## src/rtl/mode_ctl_pkg.sv

```systemverilog
package mode_ctl_pkg;

    localparam int CKS_W = 4;
    localparam int REG_W = CKS_W + 4;

    typedef struct packed {
        logic             en;
        logic             rx_block;
        logic             master;
        logic             xmit;
        logic [CKS_W-1:0] rate;
    } ctl_word_t;

    typedef enum logic [1:0] {
        MODE_SLV_RX = 2'b00,
        MODE_SLV_TX = 2'b01,
        MODE_MST_RX = 2'b10,
        MODE_MST_TX = 2'b11
    } op_mode_e;

    typedef struct packed {
        logic clr_master;
        logic clr_xmit;
        logic set_xmit;
    } hw_force_t;

    function automatic op_mode_e word_mode(input ctl_word_t w);
        return op_mode_e'({w.master, w.xmit});
    endfunction

    function automatic ctl_word_t apply_force(input ctl_word_t w, input hw_force_t f);
        ctl_word_t r;
        r = w;
        if (f.clr_master) r.master = 1'b0;
        if (f.clr_xmit)   r.xmit   = 1'b0;
        if (f.set_xmit)   r.xmit   = 1'b1;
        return r;
    endfunction

endpackage

```

## src/rtl/mode_ctl_event.sv

```systemverilog
module mode_ctl_event
    import mode_ctl_pkg::*;
(
    input  ctl_word_t cur,
    input  logic      fmt_sync,
    input  logic      arb_lost,
    input  logic      addr_match,
    input  logic      addr_rw,
    input  logic      overrun,
    output hw_force_t force_o
);
    op_mode_e  m;
    logic      arb_hit;
    logic      ovr_hit;
    logic      match_hit;

    always_comb begin
        m         = word_mode(cur);
        arb_hit   = cur.en && !fmt_sync && arb_lost && cur.master;
        ovr_hit   = cur.en && fmt_sync && overrun && (m == MODE_MST_RX);
        match_hit = cur.en && !fmt_sync && addr_match && addr_rw && (m == MODE_SLV_RX);

        force_o.clr_master = arb_hit || ovr_hit;
        force_o.clr_xmit   = arb_hit;
        force_o.set_xmit   = match_hit;
    end
endmodule

```

## src/rtl/mode_ctl_reg.sv

```systemverilog
module mode_ctl_reg
    import mode_ctl_pkg::*;
(
    input  logic             clk,
    input  logic             rst,
    input  logic             wr_en,
    input  logic [REG_W-1:0] wr_data,
    input  hw_force_t        force_i,
    output ctl_word_t        word_q
);
    ctl_word_t base;
    ctl_word_t word_d;

    always_comb begin
        base   = wr_en ? ctl_word_t'(wr_data) : word_q;
        word_d = apply_force(base, force_i);
    end

    always_ff @(posedge clk) begin
        if (rst) word_q <= '0;
        else     word_q <= word_d;
    end
endmodule

```

## src/rtl/mode_ctl_rxgate.sv

```systemverilog
module mode_ctl_rxgate
    import mode_ctl_pkg::*;
(
    input  logic      clk,
    input  logic      rst,
    input  ctl_word_t cur,
    input  logic      rx_read,
    output logic      rx_permit
);
    logic hold_q;
    logic rx_side;

    assign rx_side = cur.en && !cur.xmit;

    always_ff @(posedge clk) begin
        if (rst)
            hold_q <= 1'b0;
        else if (!rx_side || !cur.rx_block)
            hold_q <= 1'b0;
        else if (rx_read)
            hold_q <= 1'b1;
    end

    assign rx_permit = rx_side && !(hold_q && cur.rx_block);
endmodule

```

## src/rtl/mode_ctl_top.sv

```systemverilog
module mode_ctl_top
    import mode_ctl_pkg::*;
(
    input  logic             clk,
    input  logic             rst,
    input  logic             wr_en,
    input  logic [REG_W-1:0] wr_data,
    output logic [REG_W-1:0] rd_data,
    input  logic             fmt_sync,
    input  logic             arb_lost,
    input  logic             addr_match,
    input  logic             addr_rw,
    input  logic             overrun,
    input  logic             rx_read,
    output logic             pin_drive_en,
    output logic             rx_permit,
    output logic             clk_out_en,
    output logic [1:0]       mode,
    output logic [CKS_W-1:0] clk_sel
);
    ctl_word_t word_q;
    hw_force_t force_w;

    mode_ctl_event u_event (
        .cur        (word_q),
        .fmt_sync   (fmt_sync),
        .arb_lost   (arb_lost),
        .addr_match (addr_match),
        .addr_rw    (addr_rw),
        .overrun    (overrun),
        .force_o    (force_w)
    );

    mode_ctl_reg u_reg (
        .clk     (clk),
        .rst     (rst),
        .wr_en   (wr_en),
        .wr_data (wr_data),
        .force_i (force_w),
        .word_q  (word_q)
    );

    mode_ctl_rxgate u_rx (
        .clk       (clk),
        .rst       (rst),
        .cur       (word_q),
        .rx_read   (rx_read),
        .rx_permit (rx_permit)
    );

    assign rd_data      = word_q;
    assign pin_drive_en = word_q.en;
    assign clk_out_en   = word_q.en && fmt_sync && word_q.master;
    assign mode         = word_mode(word_q);
    assign clk_sel      = word_q.rate;
endmodule

```

## config.mk

```make
export PLATFORM = sky130hd
export DESIGN_NAME = mode_ctl_top
export DESIGN_NICKNAME = d
export VERILOG_FILES = /design/src/rtl/mode_ctl_pkg.sv /design/src/rtl/mode_ctl_event.sv /design/src/rtl/mode_ctl_reg.sv /design/src/rtl/mode_ctl_rxgate.sv /design/src/rtl/mode_ctl_top.sv
export SDC_FILE = /design/constraint.sdc
export NUM_CORES = 1
export LEC_CHECK = 0
export ABC_AREA = 1
export BUFFER_PORTS_ARGS = -buffer_cell sky130_fd_sc_hd__buf_2
export CORE_MARGIN = 4
export CORE_UTILIZATION = 33
export DETAILED_ROUTE_END_ITERATION = 6
export PLACE_DENSITY = 0.74
export REMOVE_ABC_BUFFERS = 1
export SLEW_MARGIN = 20
export SYNTH_ARGS = -nofsm -noshare
export SYNTH_HDL_FRONTEND = slang
export SYNTH_SLANG_ARGS = --single-unit
```

## constraint.sdc

```tcl
create_clock -name clk -period 0.8 [get_ports clk]
set_input_delay 0.04 -clock clk [delete_from_list [all_inputs] [get_ports clk]]
set_output_delay 0.04 -clock clk [all_outputs]
set_load 0.02 [all_outputs]
```

-- After elaboration in Yosys (flattened, before gate mapping)
Cells that the tools add are included.
- flip-flop bits (word level): 9
- latch bits: 0
- bits in writable memories: 0
- memory bits (read-only): 0
- bits of input ports: 17
- output and inout bits: 17
- word-level logic and storage cells: 34
- memories kept: 0
- add/sub/neg operators: 0
- multiply operators: 0
- divide/modulo/power cells: 0
- order comparisons: 0
- equal/unequal tests: 1
- shift-type cells: 0
- multiplexer cells: 3
- bitwise logic cells: 0
- reductions and logical operators: 24
- operator list (operator ; number):
    1-bit logical AND ; 13
    1-bit logical NOT ; 5
    5-bit 2-to-1 mux ; 1
    2-bit OR reduction ; 2
    3-bit nonzero test ; 1
    2-bit == test, second input constant ; 1
    2-bit logical NOT ; 1
    1-bit logical OR ; 2
    1-bit 2-to-1 mux ; 2

-- Logic depth before layout (Yosys ltp)
- word-level depth: 6
- depth in mapped cells: 6
- depth with buffers taken out: 5

-- Modules after synthesis
Synthesis repeated with hierarchy kept, for this count alone.
- cells, all modules: 81
- area, all modules: 525.5 sq um
- modules (own cells, without submodules) (module ; times used ; cells each ; area each (sq um) ; sequential area each (sq um)):
    mode_ctl_reg ; 1 ; 40 ; 305.3 ; 160.2
    mode_ctl_event ; 1 ; 19 ; 83.8 ; 0.0
    mode_ctl_rxgate ; 1 ; 12 ; 70.1 ; 20.0
    mode_ctl_top ; 1 ; 10 ; 66.3 ; 0.0

-- Worst setup path before layout
Ideal clock, no wire load.
- path kind: register to output
- start: reg u_reg.word_q[7] (netlist name)
- end: out rx_permit
- arrival: 0.946 ns
- data required time: 0.760 ns
- setup slack: -0.186 ns
- stages on the path, launching flop included: 3
- path buffers: 0
- cell sequence: dfxtp_1 -> nand2_1 -> a21oi_1
- longest elaborated chain between the ends: 2
- ends and longest elaborated chain (what ; RTL line ; source):
    1-bit logical AND ; mode_ctl_rxgate.sv:13 ; assign rx_side = cur.en && !cur.xmit;
    1-bit logical AND ; mode_ctl_rxgate.sv:24 ; assign rx_permit = rx_side && !(hold_q && cur.rx_block);
    to (decl) ; mode_ctl_top.sv:16 ; output logic rx_permit,
No other way between the ends.

-- Worst setup path in the final report
- start: reg u_reg.word_q[7] (netlist name)
- end: out clk_out_en
- longest elaborated chain between the ends: 2
- ends and longest elaborated chain (what ; RTL line ; source):
    1-bit logical AND (2 in series) ; mode_ctl_top.sv:53 ; assign clk_out_en = word_q.en && fmt_sync && word_q.master;
    to (decl) ; mode_ctl_top.sv:17 ; output logic clk_out_en,
No other way between the ends.

==> metrics.md <==
| Metric | Value |
|---|---|
| CTS Sinks | `9` |
| Syn Std Cell Area | `around 450 µm²` |
| Cell variety after synth | `13` |
| Slowest CP cell | `dfxtp_4` |
| Die Wd | `between 40 and 50 µm` |
| Worst-path cell chain | `nand2_2 -> inv_2 -> nand2_2 -> inv_2 -> buf_6` |
| Via Count | `around 530` |
| Pleak | `between 0.4 and 0.5 nW` |
| IO Port Bufs | `33` |
| Pin count of the biggest net entering global routing | `10` |
| Clock transition at path regs | `approximately 0.060 ns` |
| Max H-tree Level | `1` |
| Nets | `approximately 120` |
| Final Hold Fails | `0` |
| Clk_lat worst skew | `between 0.2 and 0.3 ns` |
| Core ar. | `between 0.001 and 0.0015 mm²` |
| Initial antenna violation count | `0` |
| Net load switching power | `around 0.00036 W` |
| Post-Synthesis Cells | `67` |
| CP Buf/Inv Count | `3` |
| Post-layout min period | `roughly 0.98 ns` |
| Post-synth ARST share | `0%` |
| Share of cells above drive strength 1 | `a little over three fifths` |
| TritonRoute pass-1 iters | `4` |
| Run status | `finished, violations left` |
| Fmax | `just over 1000 MHz` |
| Final worst-path cycle share | `122.0%` |
| Max Cap Viol | `0` |
| Delay of the slowest critical-path stage | `roughly 0.36 ns` |
| Post-DP HPWL | `approximately 870 µm` |
| Combinational share of power | `between 20% and 30%` |
| First-pass GRT wire length | `around 1.9 mm` |
| Global Route Usage Sum | `12.91%` |
| Rel. slew slack | `about four fifths` |
| Clk pwr share | `28.6%` |
| Crit Path Max Fanout | `3` |
| Maximum VDD drop | `approximately 1 mV` |
| CTS Buf Count | `3` |
| Setup Viol. Count Final | `10` |
| Drt drc | `0` |
| Number of global-route vias before repair | `490` |
| WP data required | `0.76 ns` |
| Global route overflow | `0` |
| Most common cell in the netlist | `nor2_1` |
| Syn Area/Cell | `slightly below 7 µm²` |
| Placed Instance Area | `between 500 and 600 µm²` |
| CTS tree | `done` |
| Clk_skew | `between 0.001 and 0.0015 ns` |
| Initial drt markers | `6` |
| Yosys Warn Count | `0` |
| Most frequent cells after synthesis | `nor2_1 (17), nand2_1 (14), dfxtp_1 (9)` |
| Worst-Margin Slew | `0.3022 ns` |
| # rows | `13` |
| Die area | `0.002020 mm²` |
| Min-Delay Path Class | `input port to flip-flop` |
| CTS root buf | `clkbuf_4` |
| Critical Path Start Type | `flip-flop` |
| Power per Cell Area | `approximately 1500 mW/mm²` |
| Design Area, Final | `~800 µm²` |
| RePlAce Congestion | `between 0.7 and 0.8` |
| Worst Setup Path Type | `flip-flop to output pin` |
| P&R area growth vs syn | `77.50%` |
| Power, Total | `roughly 0.0012 W` |
| Dominant cell type by area after synthesis | `dfxtp_1` |
| Hold Slack | `approximately 0.020 ns` |
| Primary FF master, synth | `dfxtp_1` |
| Internal | `~0.00084 W` |
| Sequential power share | `between 40% and 50%` |
| Final count of pins violating max slew | `0` |
| WL per Instance | `between 10 and 15 µm` |
| I/O Pins | `34` |
| Initial core utilization | `34.62%` |
| DRT Wirelength | `~1.4 mm` |
| Worst EP arrival | `between 0.9 and 1 ns` |
| Unrepaired setup endpoints after global routing | `yes` |
| Sequential area share after synthesis | `between 30% and 40%` |
| Via density | `roughly 4.4` |
| Die Y | `around 45 µm` |
| Crit path max-delay family | `flip-flops` |
| Yosys top cell area share | `between 40% and 50%` |
| FF-to-FF setup slack | `-0.08 ns` |
| Clk buf depth | `2` |
| Antenna diodes | `0` |
| Post-synth EDFFs | `0` |
| Critical Path Sink Type | `output pin` |
| #FFs+latches synth | `9` |
| TNS Setup | `-1.015 ns` |
| Top cells by area, synth | `dfxtp_1 (40%), nor2_1 (14%), buf_4 (12%), nand2_1 (12%), o21ai_0 (6.7%)` |
| Post-route worst setup slack | `-0.1762 ns` |
| Sw Ratio | `29.69%` |
| Antenna Violating Nets Remaining | `0` |
| Failing checks | `negative setup slack` |
-- area by class of cell --
type	instances	area (µm²)
fill	117	501.7
clock buffer	4	26.28
multi-input combinational	43	216.5
sequential	9	192.7
tap	15	18.77
timing repair buffer	40	319.1
inverter	7	26.28
-- power by group through the flow --
stage	registers (W)	logic, W	clock network, W
floorplan	0.000570	0.0000665	0
global placement	0.000503	0.000253	0
detailed placement	0.000505	0.000255	0
CTS	0.000505	0.000320	0.000351
global route	0.000511	0.000372	0.000376
finish	0.000508	0.000348	0.000343
-- routing by layer --
layer / routed length [µm] / part of all wire (%) / up-vias / global-route usage [%]
met3: 139 / 10 / 2 / 3.586
met4: 6 / 0.43 / 0 / 5.263
met5: 0 / 0 / - / 0
met1: 571 / 41 / 230 / 16.46
met2: 670 / 48 / 24 / 20.34
li1: - / - / 269 / -
-- cell usage in the layout, fill, tap and decap left out --
cell            n
nand2_1         8
nor2_1         16
a21oi_2         1
clkbuf_1        1
buf_2          16
nor3b_1         1
clkbuf_4        3
nand3_2         2
o21ai_0         5
dfxtp_4         1
buf_6          15
buf_4           8
dlygate4sd3_1   1
o21ai_1         1
nor2_2          1
dfxtp_1         1
nor3_1          1
dfxtp_2         7
inv_2           4
inv_1           3
nand2_4         1
nand2_2         6
-- timing repair --
action | in CTS | in global routing
buffers inserted | 4 | 2
resized for setup | 40 | 17
endpoints found under the setup margin | 19 | 13
hold endpoints to repair | 0 | 1
cloned | 0 | 0
hold buffers | 0 | 1
pin swaps | 1 | 6
-- per-stage QoR --
stage               instances  setup WS, ns  util [%]
floorplan                  59       -0.3240         -
CTS                       117       -0.2103     57.02
global placement          110       0.02924     45.58
detailed placement        110      -0.01197     45.58
global route              118       -0.2304     61.44
finish                    118       -0.1762     61.44
-- worst paths after layout --
path	start	end	depth (start not counted)
worst min-delay path	wr_data[6]	u_reg.word_q[6]$_SDFFE_PP0P_	3
worst max register to register	u_reg.word_q[7]$_SDFFE_PP0P_	u_reg.word_q[5]$_SDFFE_PP0P_	6
worst min register to register	u_reg.word_q[6]$_SDFFE_PP0P_	u_rx.hold_q$_SDFFE_PP0P_	2
worst max-delay path	u_reg.word_q[7]$_SDFFE_PP0P_	clk_out_en	5
-- worst reg2reg max path: stages (launching register included) --
cell     delay (ns)
dfxtp_4        0.36
nand2_2        0.05
inv_2          0.05
nand2_2        0.06
buf_6          0.11
nor2_2         0.10
nor2_1         0.04
-- registers in the layout, summed over array words and instances (netlist names) --
name,count
u_rx.hold_q,1
u_reg.word_q,8
-- cells by family (layout without fill, tap and decap cells) --
family | count (synthesis) | in the layout | synth area share (%)
AND/OR/NAND/NOR | 36 | 36 | 32.22
buffers and inverters | 15 | 51 | 20.00
flip-flops | 9 | 9 | 40.00
AO/OA/AOI/OAI | 7 | 7 | 7.777
Note: power is estimated with default switching activity, not from simulation.
